--- config.mk ---
export PLATFORM = sky130hd
export DESIGN_NAME = pwm_multi
export DESIGN_NICKNAME = d
export VERILOG_FILES = /design/src/rtl/pwm_pkg.sv /design/src/rtl/pwm_timebase.sv /design/src/rtl/pwm_chan.sv /design/src/rtl/pwm_multi.sv
export SDC_FILE = /design/constraint.sdc
export NUM_CORES = 2
export LEC_CHECK = 0
export ABC_AREA = 1
export CAP_MARGIN = 20
export CORE_UTILIZATION = 63
export CTS_CLUSTER_SIZE = 10
export DETAILED_ROUTE_END_ITERATION = 8
export PLACE_DENSITY = 0.8
export SYNTH_ARGS = -nofsm -noshare
export SYNTH_HDL_FRONTEND = slang
export SYNTH_SLANG_ARGS = --single-unit
--- constraint.sdc ---
create_clock -name clk -period 3.9 [get_ports clk]
set_input_delay 0.585 -clock clk [delete_from_list [all_inputs] [get_ports clk]]
set_output_delay 0.585 -clock clk [all_outputs]
set_load 0.01 [all_outputs]
--- src/rtl/pwm_pkg.sv ---
package pwm_pkg;
  localparam int unsigned ADDR_W = 6;
  localparam logic [ADDR_W-1:0] A_EN_LO  = 6'h00;
  localparam logic [ADDR_W-1:0] A_EN_HI  = 6'h01;
  localparam logic [ADDR_W-1:0] A_PERIOD = 6'h02;
  localparam logic [ADDR_W-1:0] A_SYNC   = 6'h03;
  localparam int unsigned       A_DUTY   = 16;
endpackage

--- src/rtl/pwm_timebase.sv ---
module pwm_timebase #(
  parameter int unsigned CW = 16
) (
  input  logic          clk,
  input  logic          rst,
  input  logic [CW-1:0] period_i,
  output logic [CW-1:0] cnt_o,
  output logic          wrap_o
);
  logic [CW-1:0] cnt_q;

  assign wrap_o = (cnt_q >= period_i);
  assign cnt_o  = cnt_q;

  always_ff @(posedge clk) begin
    if (rst)         cnt_q <= '0;
    else if (wrap_o) cnt_q <= '0;
    else             cnt_q <= cnt_q + 1'b1;
  end

  // counter returns to zero after reaching the period
  p_wrap_r2: assert property (@(posedge clk) disable iff (rst)
    (cnt_q >= period_i) |=> (cnt_q == '0));
  // counter advances by one below the period
  p_step_r2: assert property (@(posedge clk) disable iff (rst)
    (cnt_q < period_i) |=> (cnt_q == $past(cnt_q) + 1'b1));
endmodule

--- src/rtl/pwm_chan.sv ---
module pwm_chan #(
  parameter int unsigned CW       = 16,
  parameter bit          SHADOWED = 1'b1
) (
  input  logic          clk,
  input  logic          rst,
  input  logic          wr_rise_i,
  input  logic          wr_fall_i,
  input  logic [CW-1:0] wdata_i,
  input  logic          commit_i,
  input  logic          en_i,
  input  logic [CW-1:0] cnt_i,
  output logic [CW-1:0] rise_o,
  output logic [CW-1:0] fall_o,
  output logic          pwm_o
);
  logic [CW-1:0] rise_q, fall_q;

  generate
    if (SHADOWED) begin : g_staged
      logic [CW-1:0] rise_s, fall_s;
      always_ff @(posedge clk) begin
        if (rst) begin
          rise_s <= '0; fall_s <= '0; rise_q <= '0; fall_q <= '0;
        end else begin
          if (wr_rise_i) rise_s <= wdata_i;
          if (wr_fall_i) fall_s <= wdata_i;
          if (commit_i) begin
            rise_q <= rise_s;
            fall_q <= fall_s;
          end
        end
      end
      // active points only move on a commit
      p_stage_hold_r5: assert property (@(posedge clk) disable iff (rst)
        !commit_i |=> ($stable(rise_q) && $stable(fall_q)));
    end else begin : g_direct
      always_ff @(posedge clk) begin
        if (rst) begin
          rise_q <= '0; fall_q <= '0;
        end else begin
          if (wr_rise_i) rise_q <= wdata_i;
          if (wr_fall_i) fall_q <= wdata_i;
        end
      end
    end
  endgenerate

  always_ff @(posedge clk) begin
    if (rst) pwm_o <= 1'b0;
    else     pwm_o <= en_i && (cnt_i >= rise_q) && (cnt_i < fall_q);
  end

  assign rise_o = rise_q;
  assign fall_o = fall_q;

  // a disabled channel drives low
  p_off_low_r3: assert property (@(posedge clk) disable iff (rst)
    !en_i |=> !pwm_o);
endmodule

--- src/rtl/pwm_multi.sv ---
module pwm_multi
  import pwm_pkg::*;
#(
  parameter int unsigned NCH         = 16,
  parameter int unsigned CW          = 16,
  parameter logic [15:0] SHADOW_MASK = 16'hFFFF
) (
  input  logic              clk,
  input  logic              rst,
  input  logic              reg_we,
  input  logic [ADDR_W-1:0] reg_addr,
  input  logic [CW-1:0]     reg_wdata,
  output logic [CW-1:0]     reg_rdata,
  output logic [NCH-1:0]    pwm_out
);
  localparam bit ANY_SH = |SHADOW_MASK[NCH-1:0];

  logic [NCH-1:0] en_q;
  logic [15:0]    en_all;
  logic [CW-1:0]  period_q;
  logic [CW-1:0]  cnt;
  logic           wrap;
  logic           sync_q;
  logic           sync_set;
  logic           commit;
  logic [CW-1:0]  rise_v [NCH];
  logic [CW-1:0]  fall_v [NCH];
  logic [CW-1:0]  rd_next;

  assign en_all   = 16'(en_q);
  assign sync_set = reg_we && (reg_addr == A_SYNC) && reg_wdata[0];
  assign commit   = sync_q && wrap;

  // enable bytes: byte = index >> 3, bit = index % 8
  always_ff @(posedge clk) begin
    if (rst) en_q <= '0;
    else if (reg_we) begin
      for (int i = 0; i < NCH; i++) begin
        if (i < 8 && reg_addr == A_EN_LO)  en_q[i] <= reg_wdata[i % 8];
        if (i >= 8 && reg_addr == A_EN_HI) en_q[i] <= reg_wdata[i % 8];
      end
    end
  end

  always_ff @(posedge clk) begin
    if (rst)           sync_q <= 1'b0;
    else if (sync_set) sync_q <= 1'b1;
    else if (wrap)     sync_q <= 1'b0;
  end

  generate
    if (ANY_SH) begin : g_per_staged
      logic [CW-1:0] period_s;
      always_ff @(posedge clk) begin
        if (rst) begin
          period_s <= '0; period_q <= '0;
        end else begin
          if (reg_we && reg_addr == A_PERIOD) period_s <= reg_wdata;
          if (commit) period_q <= period_s;
        end
      end
      // the active period only changes on a commit
      p_period_hold_r8: assert property (@(posedge clk) disable iff (rst)
        !commit |=> $stable(period_q));
    end else begin : g_per_direct
      always_ff @(posedge clk) begin
        if (rst) period_q <= '0;
        else if (reg_we && reg_addr == A_PERIOD) period_q <= reg_wdata;
      end
    end
  endgenerate

  pwm_timebase #(.CW(CW)) u_tb (
    .clk(clk), .rst(rst), .period_i(period_q), .cnt_o(cnt), .wrap_o(wrap)
  );

  generate
    for (genvar g = 0; g < NCH; g++) begin : g_ch
      localparam logic [ADDR_W-1:0] A_R = ADDR_W'(A_DUTY + 2 * g);
      localparam logic [ADDR_W-1:0] A_F = ADDR_W'(A_DUTY + 2 * g + 1);
      pwm_chan #(.CW(CW), .SHADOWED(SHADOW_MASK[g])) u_ch (
        .clk(clk), .rst(rst),
        .wr_rise_i(reg_we && reg_addr == A_R),
        .wr_fall_i(reg_we && reg_addr == A_F),
        .wdata_i(reg_wdata), .commit_i(commit), .en_i(en_q[g]),
        .cnt_i(cnt), .rise_o(rise_v[g]), .fall_o(fall_v[g]),
        .pwm_o(pwm_out[g])
      );
    end
  endgenerate

  always_comb begin
    rd_next = '0;
    case (reg_addr)
      A_EN_LO:  rd_next = CW'(en_all[7:0]);
      A_EN_HI:  rd_next = CW'(en_all[15:8]);
      A_PERIOD: rd_next = period_q;
      A_SYNC:   rd_next = CW'(sync_q);
      default: begin
        for (int i = 0; i < NCH; i++) begin
          if (reg_addr == ADDR_W'(A_DUTY + 2 * i))     rd_next = rise_v[i];
          if (reg_addr == ADDR_W'(A_DUTY + 2 * i + 1)) rd_next = fall_v[i];
        end
      end
    endcase
  end

  always_ff @(posedge clk) begin
    if (rst) reg_rdata <= '0;
    else     reg_rdata <= rd_next;
  end

  // a pending request survives until a boundary
  p_sync_hold_r6: assert property (@(posedge clk) disable iff (rst)
    (sync_q && !wrap) |=> sync_q);
  // the boundary clears a request unless a new one arrives
  p_sync_clear_r6: assert property (@(posedge clk) disable iff (rst)
    (sync_q && wrap && !sync_set) |=> !sync_q);
endmodule

# == Word-level counts from Yosys, hierarchy flattened ==
# Cells that the tools add are included.
# totals
register_bits,1121
out_inout_bits,32
wordCells,264
# op_classes
n_addsub,1
magnitude_cmp,33
n_eq_ne,35
muxes,35
reduce_logical,73
# ops
op,count
16-bit 2-to-1 mux,32
16-bit greater-or-equal comparator,17
16-bit less-than comparator,16
6-bit by 5-bit equality test with 1-bit output (second input constant),16
6-bit equality test (second input constant),16
1-bit logical AND,68
16-bit case mux with 4 select lines,1
16-bit by 1-bit adder with 16-bit output (second input constant),1
6-bit by 2-bit equality test with 1-bit output (second input constant),2
6-bit by 1-bit equality test with 1-bit output (second input constant),1
6-bit zero test,1
2-bit AND reduction,2
1-bit 2-to-1 mux,2
2-bit nonzero test,1
2-bit OR reduction,1

# == Longest topological paths before layout ==
# logic_depth
ltp_word,34
ltp_mapped,26
ltp_nobuf,26

# == Cells and area by module ==
# A second synthesis with hierarchy kept.
# hier_totals
hier_cells,7755
area_unflattened_um2,55891.1
# by_module_without_submodules
mod,instances,cells_each,area_each_um2,seq_area_each_um2
pwm_chan,16,387,2979.1,1301.2
pwm_multi,1,1402,7046.8,1301.2
pwm_timebase,1,161,1178.6,320.3

# == Worst setup path after synthesis ==
# OpenSTA, ideal clock, no wires.
# synth_timing
kind,register -> register
from,register u_tb.cnt_q[0] (netlist: u_tb.cnt_o[0])
to,register g_ch[0].u_ch.fall_q[10]
setup_time_ps,119
t_arrival_ps,3265
setup_slack_ps,516
path_stages_with_launch,21
path_buffers,4
cell_sequence,dfxtp_1 > inv_1 > clkbuf_1 > ha_1 > inv_1 > a21boi_1 > o21a_1 > o21a_1 > o21a_1 > o21a_1 > o21ai_1 > nand2_1 > a21oi_1 > o211ai_1 > nand4_1 > nand2_1 > nand2_4 > buf_6 > buf_4 > buf_4 > a21oi_1
# synth_between
elab_chain_cells,2
# synth_rtl
element,line_no,text
"start, declared",pwm_timebase.sv:10,logic [CW-1:0] cnt_q;
"start signal, assigned",pwm_timebase.sv:18,else cnt_q <= cnt_q + 1'b1;
16-bit greater-or-equal comparator,pwm_timebase.sv:12,assign wrap_o = (cnt_q >= period_i);
1-bit logical AND,pwm_multi.sv:32,assign commit = sync_q && wrap;
"end signal, assigned",pwm_chan.sv:30,fall_q <= fall_s;
"end, declared",pwm_chan.sv:17,"logic [CW-1:0] rise_q, fall_q;"
# Every way passes these cells.
# A chain may end at the register's enable or synchronous reset.

# == Worst setup path in the final report ==
# layout_timing
from,register u_tb.cnt_q[0] (netlist: u_tb.cnt_o[0])
to,register g_ch[4].u_ch.rise_q[2]
# layout_between
elab_chain_cells,2
# layout_rtl
element,line_no,text
16-bit greater-or-equal comparator,pwm_timebase.sv:12,
1-bit logical AND,pwm_multi.sv:32,
"end signal, assigned",pwm_chan.sv:29,rise_q <= rise_s;
"end, declared",pwm_chan.sv:17,
# Every way passes these cells.

==> impl_metrics.py <==
metrics = {
    "setup_path": {
        "crit_required_ns": 4.57,
        "path_cells": "inv_1 -> ha_1 -> inv_1 -> a21boi_1 -> o21a_1 -> o21a_1 -> o21a_1 -> o21a_1 -> o21ai_1 -> nand2_1 -> a21oi_1 -> o211ai_1 -> nand4_1 -> nand2_1 -> nand2_8 -> buf_12 -> o21ai_0 -> a21oi_1",
        "cp-start-kind": "register",
        "critPathMaxFanout": 81,
        "crit_family": "compound AO/OA/AOI/OAI gates",
        "rrSetupSlack_ns": 0.30,
        "reg2reg_from": "u_tb.cnt_o[0]",
        "cpMostUsedCell": "o21a_1",
        "slowest_stage": "dfxtp_1",
        "reg2reg_depth": 18,
        "critPathBufInv": 3,
        "cp-end-kind": "register",
        "crit_type": "reg -> reg",
        "critPathMaxStageDelay_ns": 0.40,
        "crit_arrival_ns": 4.27,
        "r2r_end": "g_ch[4].u_ch.rise_o[2]",
    },
    "power_and_ir_drop": {
        "peakVddDrop_mv": 0.455,
        "power_mw": 23.8,
        "power_density_nw_per_um2": 399,
        "leakagePower_nw": 23.5,
    },
    "clock_network": {
        "cts_tree": "done",
        "clock-sinks": 1121,
        "clk_pin_slew_ns": 0.05,
        "clock_path_buffers": 3,
        "htree_levels": 4,
        "clock_latency_ns": 0.76,
        "numCtsBuffers": 133,
        "cts-resized-gates": 0,
        "hold_buffers": 0,
        "clock-root-buffer": "clkbuf_16",
        "cts_setup_buffers": 0,
    },
    "placed_design": {
        "hpwl_um": 133000,
        "dpl_cell_area_um2": 55900,
        "dpl.cell_count": 8082,
        "gp_congestion": 1.04,
        "io_buffers": 56,
    },
    "sta": {
        "worst_slew_pin_slew_ns": 1.14,
        "setup_viol": 0,
        "rsz0062_at_grt": "false",
        "hold_viol": 0,
        "finalClockSkew_ns": 0.0290,
        "slew_violations": 0,
        "min_period_ns": 3.60,
        "slew_headroom": 0.241,
        "period_share": 0.924,
        "timing.fmax_mhz": 278,
    },
    "route": {
        "top_layer_used": "met5",
        "remaining_drc_errors": 0,
        "wl_met1_um": 71600,
        "drt-initial-drc-count": 6181,
        "drt-pass1-iter-count": 9,
        "antenna_left": 0,
        "drt-total-wl_um": 207000,
        "vias": 52211,
        "wl_met3_um": 21100,
        "met2_length_um": 90500,
        "wire_per_inst_um": 25.0,
        "vias_per_cell": 6.32,
    },
    "floorplan": {
        "die_x_um": 295,
        "io_pins": 57,
        "row_count": 107,
        "fp.dieH_um": 295,
        "die_area_um2": 87300,
        "core-area_um2": 85300,
        "start_util": 0.636,
    },
    "synth": {
        "synth_area_um2": 54200,
        "synth_area_per_cell_um2": 7.56,
        "ys_seq_area_frac": 0.414,
        "yosys_warnings": 0,
        "ys_seq_elements": 1121,
        "yosysUniqueCellTypes": 44,
        "synthCells": 7175,
        "syn-num-nets": 7713,
    },
    "run": {
        "maxCapViolCount": 0,
    },
    "worst_hold_path": {
        "holdPathStages": 3,
        "worstHoldStart": "reg_we",
        "worstHoldPathType": "in -> reg",
        "whs_endpoint": "g_ch[10].u_ch.g_staged.fall_s[13]",
    },
    "final_layout": {
        "post-route-util": 0.699,
        "postLayoutCellArea_um2": 59600,
        "final_cell_mix": "dfxtp_1 (1106), a21oi_1 (1013), nand2_1 (966)",
        "area_delta_synth_final_pct": 9.95,
        "layout_commonest_cell": "dfxtp_1",
        "final_nets": 7611,
        "instances_no_fill": 8264,
        "drive_gt1_frac": 0.0560,
    },
    "grt": {
        "track_usage": 0.466,
        "overflow": 0,
        "grt_pass1_vias": 48296,
        "grt_pass1_wl_um": 299000,
        "antenna_found_initial": 10,
        "grt_max_degree": 141,
    },
    "status": {
        "status": "completed",
    },
}
## worst min-delay path: stages
cell,delay (ns)
buf_8,0.18
nand3_1,0.13
a21oi_1,0.06
## sequential cells by signal, indices dropped and copies added, names as in the netlist
| name | flops |
|---|---|
| g_ch.u_ch.g_staged.fall_s | 256 |
| sync_q | 1 |
| en_all | 16 |
| g_ch.u_ch.fall_o | 256 |
| reg_rdata | 16 |
| g_ch.u_ch.pwm_o | 16 |
| period_q | 16 |
| g_ch.u_ch.g_staged.rise_s | 256 |
| g_per_staged.period_s | 16 |
| g_ch.u_ch.rise_o | 256 |
| u_tb.cnt_o | 16 |
## layer usage
layer,vias to the layer above,global-route usage
met1,24114,0.524
met4,6,0.467
met2,3106,0.715
met3,1136,0.110
li1,23849,-
met5,-,0
## synth_stat cells, drive strengths merged
cell type,count,area [um2]
nand3,355,1780
ha,513,6420
or2,1,6.26
o211a,1,10.0
o21bai,1,7.51
a21o,14,105
o221ai,9,78.8
clkbuf,285,1070
a2111oi,23,201
o21a,64,480
nand2,970,3660
a211oi,21,158
a22oi,1,7.51
a21boi,36,270
nor4,12,75.1
buf,183,1060
a21oi,1013,5070
nor3,22,110
o221a,1,11.3
o2111ai,4,35.0
xor2,4,35.0
o22ai,2,12.5
clkinv,8,30.0
a221oi,5,43.8
nor3b,6,45.0
o211ai,27,203
inv,692,2600
a31oi,5,31.3
dfxtp,1121,22400
nor2,771,2910
nand4,136,851
o311a,11,110
a41oi,6,52.6
o21ai,852,4260
## stage by stage
step	hold slack, ns	worst slack, ns	TNS [ns]
3_3_place_gp	0.444	-0.0174	-0.0174
4_1_cts	0.268	0.374	0
5_1_grt	0.299	0.0414	0
6_report	0.293	0.297	0
2_1_floorplan	0.434	0.516	0
3_5_place_dp	0.449	-0.0141	-0.0141
## how the worst max path moves through the flow
stage | cells past startpoint | slack [ns] | startpoint | to
final | 18 | 0.30 | u_tb.cnt_o[0] | g_ch[4].u_ch.rise_o[2]
after global routing | 18 | 0.04 | u_tb.cnt_o[0] | g_ch[4].u_ch.rise_o[2]
after CTS | 19 | 0.37 | u_tb.cnt_o[0] | g_ch[3].u_ch.fall_o[2]
after detailed placement | 27 | -0.01 | reg_addr[2] | reg_rdata[13]
after global placement | 27 | -0.02 | reg_addr[2] | reg_rdata[13]
after floorplan | 20 | 0.52 | u_tb.cnt_o[0] | g_ch[0].u_ch.fall_o[10]
## where the power goes
part | internal [mW] | total, mW | switching (mW)
sequential | 11.5 | 11.5 | 0.0316
clock | 6.46 | 11.3 | 4.80
combinational | 0.215 | 1.00 | 0.790
## layout make-up
| class | instances | area (um2) |
|---|---|---|
| multi-input cells | 4886 | 27100 |
| fillers | 7078 | 25600 |
| flip-flops and latches | 1121 | 22500 |
| clock buffers | 157 | 3530 |
| inverters | 700 | 2640 |
| repair buffers | 231 | 2290 |
| well taps | 1144 | 1430 |
| clock inverters | 14 | 190 |
| diodes | 11 | 27.5 |
## kinds of logic (layout without fill, tap and decap cells)
kind of cell | count (synthesis) | after routing | synth area share
adders and majority gates | 513 | 513 | 0.118
buffers and inverters | 1168 | 1102 | 0.0877
other | 0 | 11 | 0
DFF | 1121 | 1121 | 0.414
xor gates and xnor gates | 4 | 4 | 0.000646
AOI/OAI and AO/OA | 2096 | 2096 | 0.206
and+or+nand+nor | 2273 | 2273 | 0.174
(Power assumes the default switching activity.)
